`src/rtl/nand_ecc1_pkg.sv`:
```
package nand_ecc1_pkg;
    localparam int unsigned TERMS  = 12;   // code terms (odd and even part each)
    localparam int unsigned IDX_W  = 9;    // beat index width in 8-bit mode
    localparam int unsigned DATA_W = 16;   // widest beat
    localparam int unsigned HALF_W = 16;   // half of the parity word

    typedef enum logic {
        LANE_IDLE  = 1'b0,
        LANE_ACCUM = 1'b1
    } lane_state_e;
endpackage

```
`src/rtl/ecc1_beat_terms.sv`:
```
module ecc1_beat_terms
    import nand_ecc1_pkg::*;
#(
    parameter int unsigned P_DATA_W = DATA_W,
    parameter int unsigned P_IDX_W  = IDX_W,
    parameter int unsigned P_TERMS  = TERMS
) (
    input  logic [P_DATA_W-1:0] data,
    input  logic [P_IDX_W-1:0]  idx,
    input  logic                wide,
    output logic [P_TERMS-1:0]  odd,
    output logic [P_TERMS-1:0]  even
);
    localparam int unsigned NB = P_TERMS - P_IDX_W;               // bit-position width, narrow
    localparam logic [P_TERMS-1:0] WIDE_MASK = P_TERMS'((1 << (P_IDX_W - 1)) - 1);

    logic [P_TERMS-1:0] idx_ext;
    assign idx_ext = P_TERMS'(idx);

    always_comb begin
        odd  = '0;
        even = '0;
        for (int j = 0; j < int'(P_DATA_W); j++) begin
            logic [P_TERMS-1:0] addr;
            if (wide) begin
                addr = ((idx_ext & WIDE_MASK) << (NB + 1)) | P_TERMS'(j);
            end else begin
                addr = (idx_ext << NB) | P_TERMS'(j);
            end
            if (wide || (j < int'(P_DATA_W / 2))) begin
                for (int k = 0; k < int'(P_TERMS); k++) begin
                    if (addr[k]) begin
                        odd[k]  = odd[k] ^ data[j];
                    end else begin
                        even[k] = even[k] ^ data[j];
                    end
                end
            end
        end
    end
endmodule

```
`src/rtl/ecc1_lane.sv`:
```
module ecc1_lane
    import nand_ecc1_pkg::*;
#(
    parameter int unsigned P_DATA_W = DATA_W,
    parameter int unsigned P_IDX_W  = IDX_W,
    parameter int unsigned P_TERMS  = TERMS,
    parameter int unsigned P_HALF_W = HALF_W
) (
    input  logic                  clk,
    input  logic                  rst_n,
    input  logic                  wide,
    input  logic                  start,
    input  logic                  rd,
    input  logic                  beat,
    input  logic [P_DATA_W-1:0]   data,
    output logic                  running,
    output logic [2*P_HALF_W-1:0] code
);
    localparam int unsigned PAD = P_HALF_W - P_TERMS;

    lane_state_e        state_q, state_d;
    logic [P_TERMS-1:0] odd_q, even_q, odd_b, even_b;
    logic [P_IDX_W-1:0] idx_q, idx_nx;
    logic               take;

    ecc1_beat_terms #(
        .P_DATA_W(P_DATA_W),
        .P_IDX_W (P_IDX_W),
        .P_TERMS (P_TERMS)
    ) u_terms (
        .data(data),
        .idx (idx_q),
        .wide(wide),
        .odd (odd_b),
        .even(even_b)
    );

    // next state
    always_comb begin
        state_d = state_q;
        unique case (state_q)
            LANE_IDLE:  if (start) state_d = LANE_ACCUM;
            LANE_ACCUM: begin
                if (start)   state_d = LANE_ACCUM;
                else if (rd) state_d = LANE_IDLE;
            end
            default:    state_d = LANE_IDLE;
        endcase
    end

    // state register
    always_ff @(posedge clk or negedge rst_n) begin
        if (!rst_n) state_q <= LANE_IDLE;
        else        state_q <= state_d;
    end

    // outputs
    always_comb begin
        running = (state_q == LANE_ACCUM);
        code    = {{PAD{1'b0}}, odd_q, {PAD{1'b0}}, even_q};
    end

    assign take   = (state_q == LANE_ACCUM) && beat && !rd && !start;
    assign idx_nx = wide ? {1'b0, idx_q[P_IDX_W-2:0] + (P_IDX_W-1)'(1)}
                         : idx_q + P_IDX_W'(1);

    always_ff @(posedge clk or negedge rst_n) begin
        if (!rst_n) begin
            odd_q  <= '0;
            even_q <= '0;
            idx_q  <= '0;
        end else if (start) begin
            odd_q  <= '0;
            even_q <= '0;
            idx_q  <= '0;
        end else if (take) begin
            odd_q  <= odd_q ^ odd_b;
            even_q <= even_q ^ even_b;
            idx_q  <= idx_nx;
        end
    end
endmodule

```
`src/rtl/nand_ecc1_gen.sv`:
```
module nand_ecc1_gen
    import nand_ecc1_pkg::*;
#(
    parameter int unsigned NCS = 4
) (
    input  logic                   clk,
    input  logic                   rst_n,
    input  logic                   wide,
    input  logic [NCS-1:0]         start_mask,
    input  logic                   beat_valid,
    input  logic [$clog2(NCS)-1:0] beat_cs,
    input  logic [DATA_W-1:0]      beat_data,
    input  logic                   rd_en,
    input  logic [$clog2(NCS)-1:0] rd_cs,
    output logic [2*HALF_W-1:0]    rd_data,
    output logic [NCS-1:0]         running
);
    localparam int unsigned CS_W = $clog2(NCS);

    logic [2*HALF_W-1:0] lane_code [NCS];

    for (genvar g = 0; g < int'(NCS); g++) begin : g_lane
        ecc1_lane u_lane (
            .clk    (clk),
            .rst_n  (rst_n),
            .wide   (wide),
            .start  (start_mask[g]),
            .rd     (rd_en && (rd_cs == CS_W'(g))),
            .beat   (beat_valid && (beat_cs == CS_W'(g))),
            .data   (beat_data),
            .running(running[g]),
            .code   (lane_code[g])
        );
    end

    always_ff @(posedge clk or negedge rst_n) begin
        if (!rst_n)     rd_data <= '0;
        else if (rd_en) rd_data <= lane_code[rd_cs];
    end
endmodule


```
`config.mk`:
```
export PLATFORM = sky130hd
export DESIGN_NAME = nand_ecc1_gen
export DESIGN_NICKNAME = d
export VERILOG_FILES = /design/src/rtl/nand_ecc1_pkg.sv /design/src/rtl/ecc1_beat_terms.sv /design/src/rtl/ecc1_lane.sv /design/src/rtl/nand_ecc1_gen.sv
export SDC_FILE = /design/constraint.sdc
export NUM_CORES = 1
export LEC_CHECK = 0
export BUFFER_PORTS_ARGS = -buffer_cell sky130_fd_sc_hd__buf_4
export CORE_MARGIN = 1.5
export CORE_UTILIZATION = 60
export DETAILED_ROUTE_END_ITERATION = 12
export PLACE_DENSITY = 0.79
export REMOVE_ABC_BUFFERS = 1
export SYNTH_ARGS = -nofsm -noshare
export SYNTH_HDL_FRONTEND = slang
export SYNTH_SLANG_ARGS = --single-unit
export TNS_END_PERCENT = 30
```
`constraint.sdc`:
```
create_clock -name clk -period 2 [get_ports clk]
set_input_delay 0.2 -clock clk [delete_from_list [all_inputs] [get_ports clk]]
set_output_delay 0.2 -clock clk [all_outputs]
set_load 0.1 [all_outputs]
```
==> run metrics <==
Hold Path Depth 4; R2R setup slack about 0.21 ns; delay-heaviest family, CP XOR/XNOR gates; overall die height 131.0 um; Post-Route Skew between 0.008 and 0.009 ns; Netlist Area Pre-Place 9836 sq um; post-synth top area cell dfrtp_1; initial DRC count 740; Hold Path Origin rd_cs[1]; row cnt 46; TritonCTS buffer count 17; wire per inst roughly 20 um; initial antenna violation count 0; crit-path max FO 5; status complete, but fails checks; top-area cell type share of the netlist area 40.71%; HPWL Detailed roughly 17000 um; GRT Overall Usage 31.38%; Top cell by count, worst path xnor3_1; unique cell type count in the Yosys netlist 56; pin count of the biggest net entering global routing 58; layout cell share with drive strength beyond 1 between 20% and 30%; cells on worst reg2reg path 5; met1 GRT Util roughly 40%; Yosys reg bits between 150 and 200; DR vias roughly 8200; Max-slew headroom 61.60%; min-delay worst type in -> reg; post-route ant nets 0; GP Congestion 0.8528; Routed WL roughly 26000 um; Ports between 60 and 70; CTS tree done; maximum vdd ir drop approximately 0.74 mV; Synth async-reset ratio 100.0%; Reg clk slew, reported paths about 0.060 ns; met3 Track Usage GR 6.678%; R2R Path Start g_lane[3].u_lane.running$_DFF_PN0_; pwr dens 861.1 nW/um^2; GRT Residual Overflow 0; nets@finish around 1100; Top Usage Layer GRT met2; vias in the first global route between 8000 and 9000; fmax about 470 MHz; leak pwr about 0.0053 uW; post-synthesis cell count 972; Clock Sinks 160; clock buffer depth 2; Min Clock Period, post-route 2.120 ns; Root Buffer clkbuf_16; 1st-pass router iterations 6; crit-path cells buf_8 -> xnor3_1 -> xnor3_1 -> xnor3_2 -> xnor2_4 -> buf_6 -> a221oi_2 -> mux2_4; chip width 131.0 um; utilization after layout around 75%; largest cells by area after synthesis dfrtp_1, mux4_2, mux2_2; max incr delay on CP roughly 0.43 ns; Syn. warnings 0; Worst Setup End Kind flop; M2 GR Usage between 50% and 60%; Vias/cell 6.331; Post-synth EDFFs 0; DR DRC count 0; violated checks negative setup slack; worst r2r dst g_lane[3].u_lane.even_q[6]$_DFFE_PN0P_; post-synthesis sequential area ratio around 41%; Final Hold Vio Count 0; die area approximately 17000 sq um; CP bufs+invs 2; worst-margin pin slew between 0.5 and 0.6 ns; first-pass GRT wire length around 41000 um; startpoint types input pin; H-tree levels 4; Final Cycle Share 106.0%; final worst slack -0.1197 ns; Top FF cell, synth dfrtp_1; Data required, critical path ~2.3 ns; core footprint 15940 sq um; Antenna Diode Count 0; IO buf count between 50 and 60; Initial Utilization 61.69%; Avg Synthesized Cell Area 10.12 sq um; worst-path cell with the longest stage delay xnor3_1; worst path arrival time 2.43 ns; max cap viols 0; RSZ-0062 raised after global routing true; Crit Path Category in -> reg; hold endpoint g_lane[2].u_lane.running$_DFF_PN0_; Layout area overhead 21.65%; worst-skew pair later-pin latency about 0.43 ns; # setup viols final 28; Pins Over Slew Limit 0; worst slack at placement -0.5467 ns
==> repair_timing <==
item                                    4_1_cts  5_1_grt
gates resized for setup                      19       40
endpoints found under the setup margin       45       57
pin swaps                                    18       10
buffers inserted                              5        4
hold buffers                                  1        0
cloned                                        3        1
endpoints found under the hold margin        42        0
==> synth_stat cells (16+ instances only) <==
cell / number
clkbuf_1: 66
nand2_1: 33
mux4_2: 24
nand4_1: 20
nor3_1: 51
or4_1: 18
nand2b_1: 18
mux2_2: 47
nand3_1: 38
dfrtp_1: 160
xor2_1: 33
mux2i_1: 17
nor2_1: 106
xnor2_1: 53
and3_1: 16
a21oi_1: 33
o31ai_1: 19
nor3b_1: 16
nor2b_1: 47
==> flip-flops by register name (all words and copies together) (netlist names) <==
| register | flops |
|---|---|
| g_lane.u_lane.even_q | 48 |
| g_lane.u_lane.idx_q | 36 |
| g_lane.u_lane.odd_q | 48 |
| g_lane.u_lane.running | 4 |
| rd_data | 24 |
==> cells by family (layout without fill, tap and decap cells) <==
group / Yosys count / after routing / share of synthesized area, %
AOI/OAI and AO/OA: 119 / 119 / 9.439
xor gates and xnor gates: 96 / 97 / 9.808
adders and majority gates: 4 / 4 / 0.5089
buffers and inverters: 101 / 195 / 4.567
DFF: 160 / 160 / 40.71
muxes: 101 / 101 / 14.09
other: 1 / 8 / 0.03813
and+or+nand+nor: 390 / 390 / 20.84
==> layout make-up <==
type	count	area (sq um)
Tap cell	216	270.3
Clock buffer	20	446.7
Clock inverter	12	111.4
Inverter	4	15.01
Sequential cell	160	4004
Fill cell	1055	3978
Multi-Input combinational cell	719	5684
Timing Repair Buffer	159	1434
==> cells in the final DEF (no fill, tap or decap), types with 5 or more instances in the layout <==
cell type	count
a21oi_1	30
a221oi_2	12
a22oi_1	7
a2bb2oi_1	10
a311o_1	8
and3_1	16
buf_12	10
buf_4	133
buf_6	10
clkbuf_16	19
clkinvlp_4	6
conb_1	8
dfrtp_1	160
mux2_1	11
mux2_2	45
mux2i_1	17
mux4_2	24
nand2_1	33
nand2b_1	18
nand3_1	38
nand4_1	20
nand4b_1	6
nor2_1	106
nor2b_1	47
nor3_1	51
nor3b_1	5
nor3b_2	9
o21ai_0	7
o31ai_1	19
or3_1	14
or4_1	16
xnor2_1	48
xor2_1	31
==> how the worst max path moves through the flow <==
stage / from / to / slack, ns / cells after the start
after detailed placement: beat_data[12] / g_lane[2].u_lane.even_q[9]$_DFFE_PN0P_ / -0.55 / 8
after floorplan: beat_data[2] / g_lane[1].u_lane.even_q[11]$_DFFE_PN0P_ / -1.77 / 6
after CTS: beat_data[14] / g_lane[2].u_lane.odd_q[4]$_DFFE_PN0P_ / -0.04 / 8
after global placement: beat_data[12] / g_lane[2].u_lane.even_q[9]$_DFFE_PN0P_ / -0.53 / 8
final: beat_data[14] / g_lane[0].u_lane.odd_q[5]$_DFFE_PN0P_ / -0.12 / 8
after global routing: beat_data[1] / g_lane[0].u_lane.even_q[4]$_DFFE_PN0P_ / -0.16 / 10
==> worst min-delay path, cell delays in order <==
cell and delay, ns:
buf_4 0.16, nand2_1 0.08, o21ai_0 0.07, nand2b_1 0.06
==> power by group <==
part	internal [uW]	leakage, uW	switching (uW)	total, uW
clock	1750	0.000255	1360	3110
sequential	3390	0.00220	125	3510
combinational	1600	0.00284	2080	3680
total	6740	0.00530	3570	10300
==> per-layer routing <==
layer  part of all wire (%)  routed length (um)  vias to the layer above
li1                       -                   -                     3666
met4                    3.7                 983                        0
met2                     49               12860                      336
met5                      0                   0                        -
met1                     40               10630                     4081
met3                    7.3                1931                       84
==> metrics by stage <==
| step | cell area, sq um | total power, uW | TNS (ns) | std cells | hold slack [ns] |
|---|---|---|---|---|---|
| 2_1_floorplan | 9428 | 5069 | -111.33 | 882 | -0.09559 |
| 3_3_place_gp | 10940 | 6438 | -28.33 | 1244 | 0.1615 |
| 3_5_place_dp | 10940 | 6478 | -29.56 | 1244 | 0.1641 |
| 4_1_cts | 11740 | 10020 | -0.2648 | 1285 | 0.1695 |
| 5_1_grt | 11970 | 10660 | -3.216 | 1290 | 0.1974 |
| 6_report | 11970 | 10300 | -1.430 | 1290 | 0.1838 |
No activity file was read; power rests on OpenSTA's default activity.
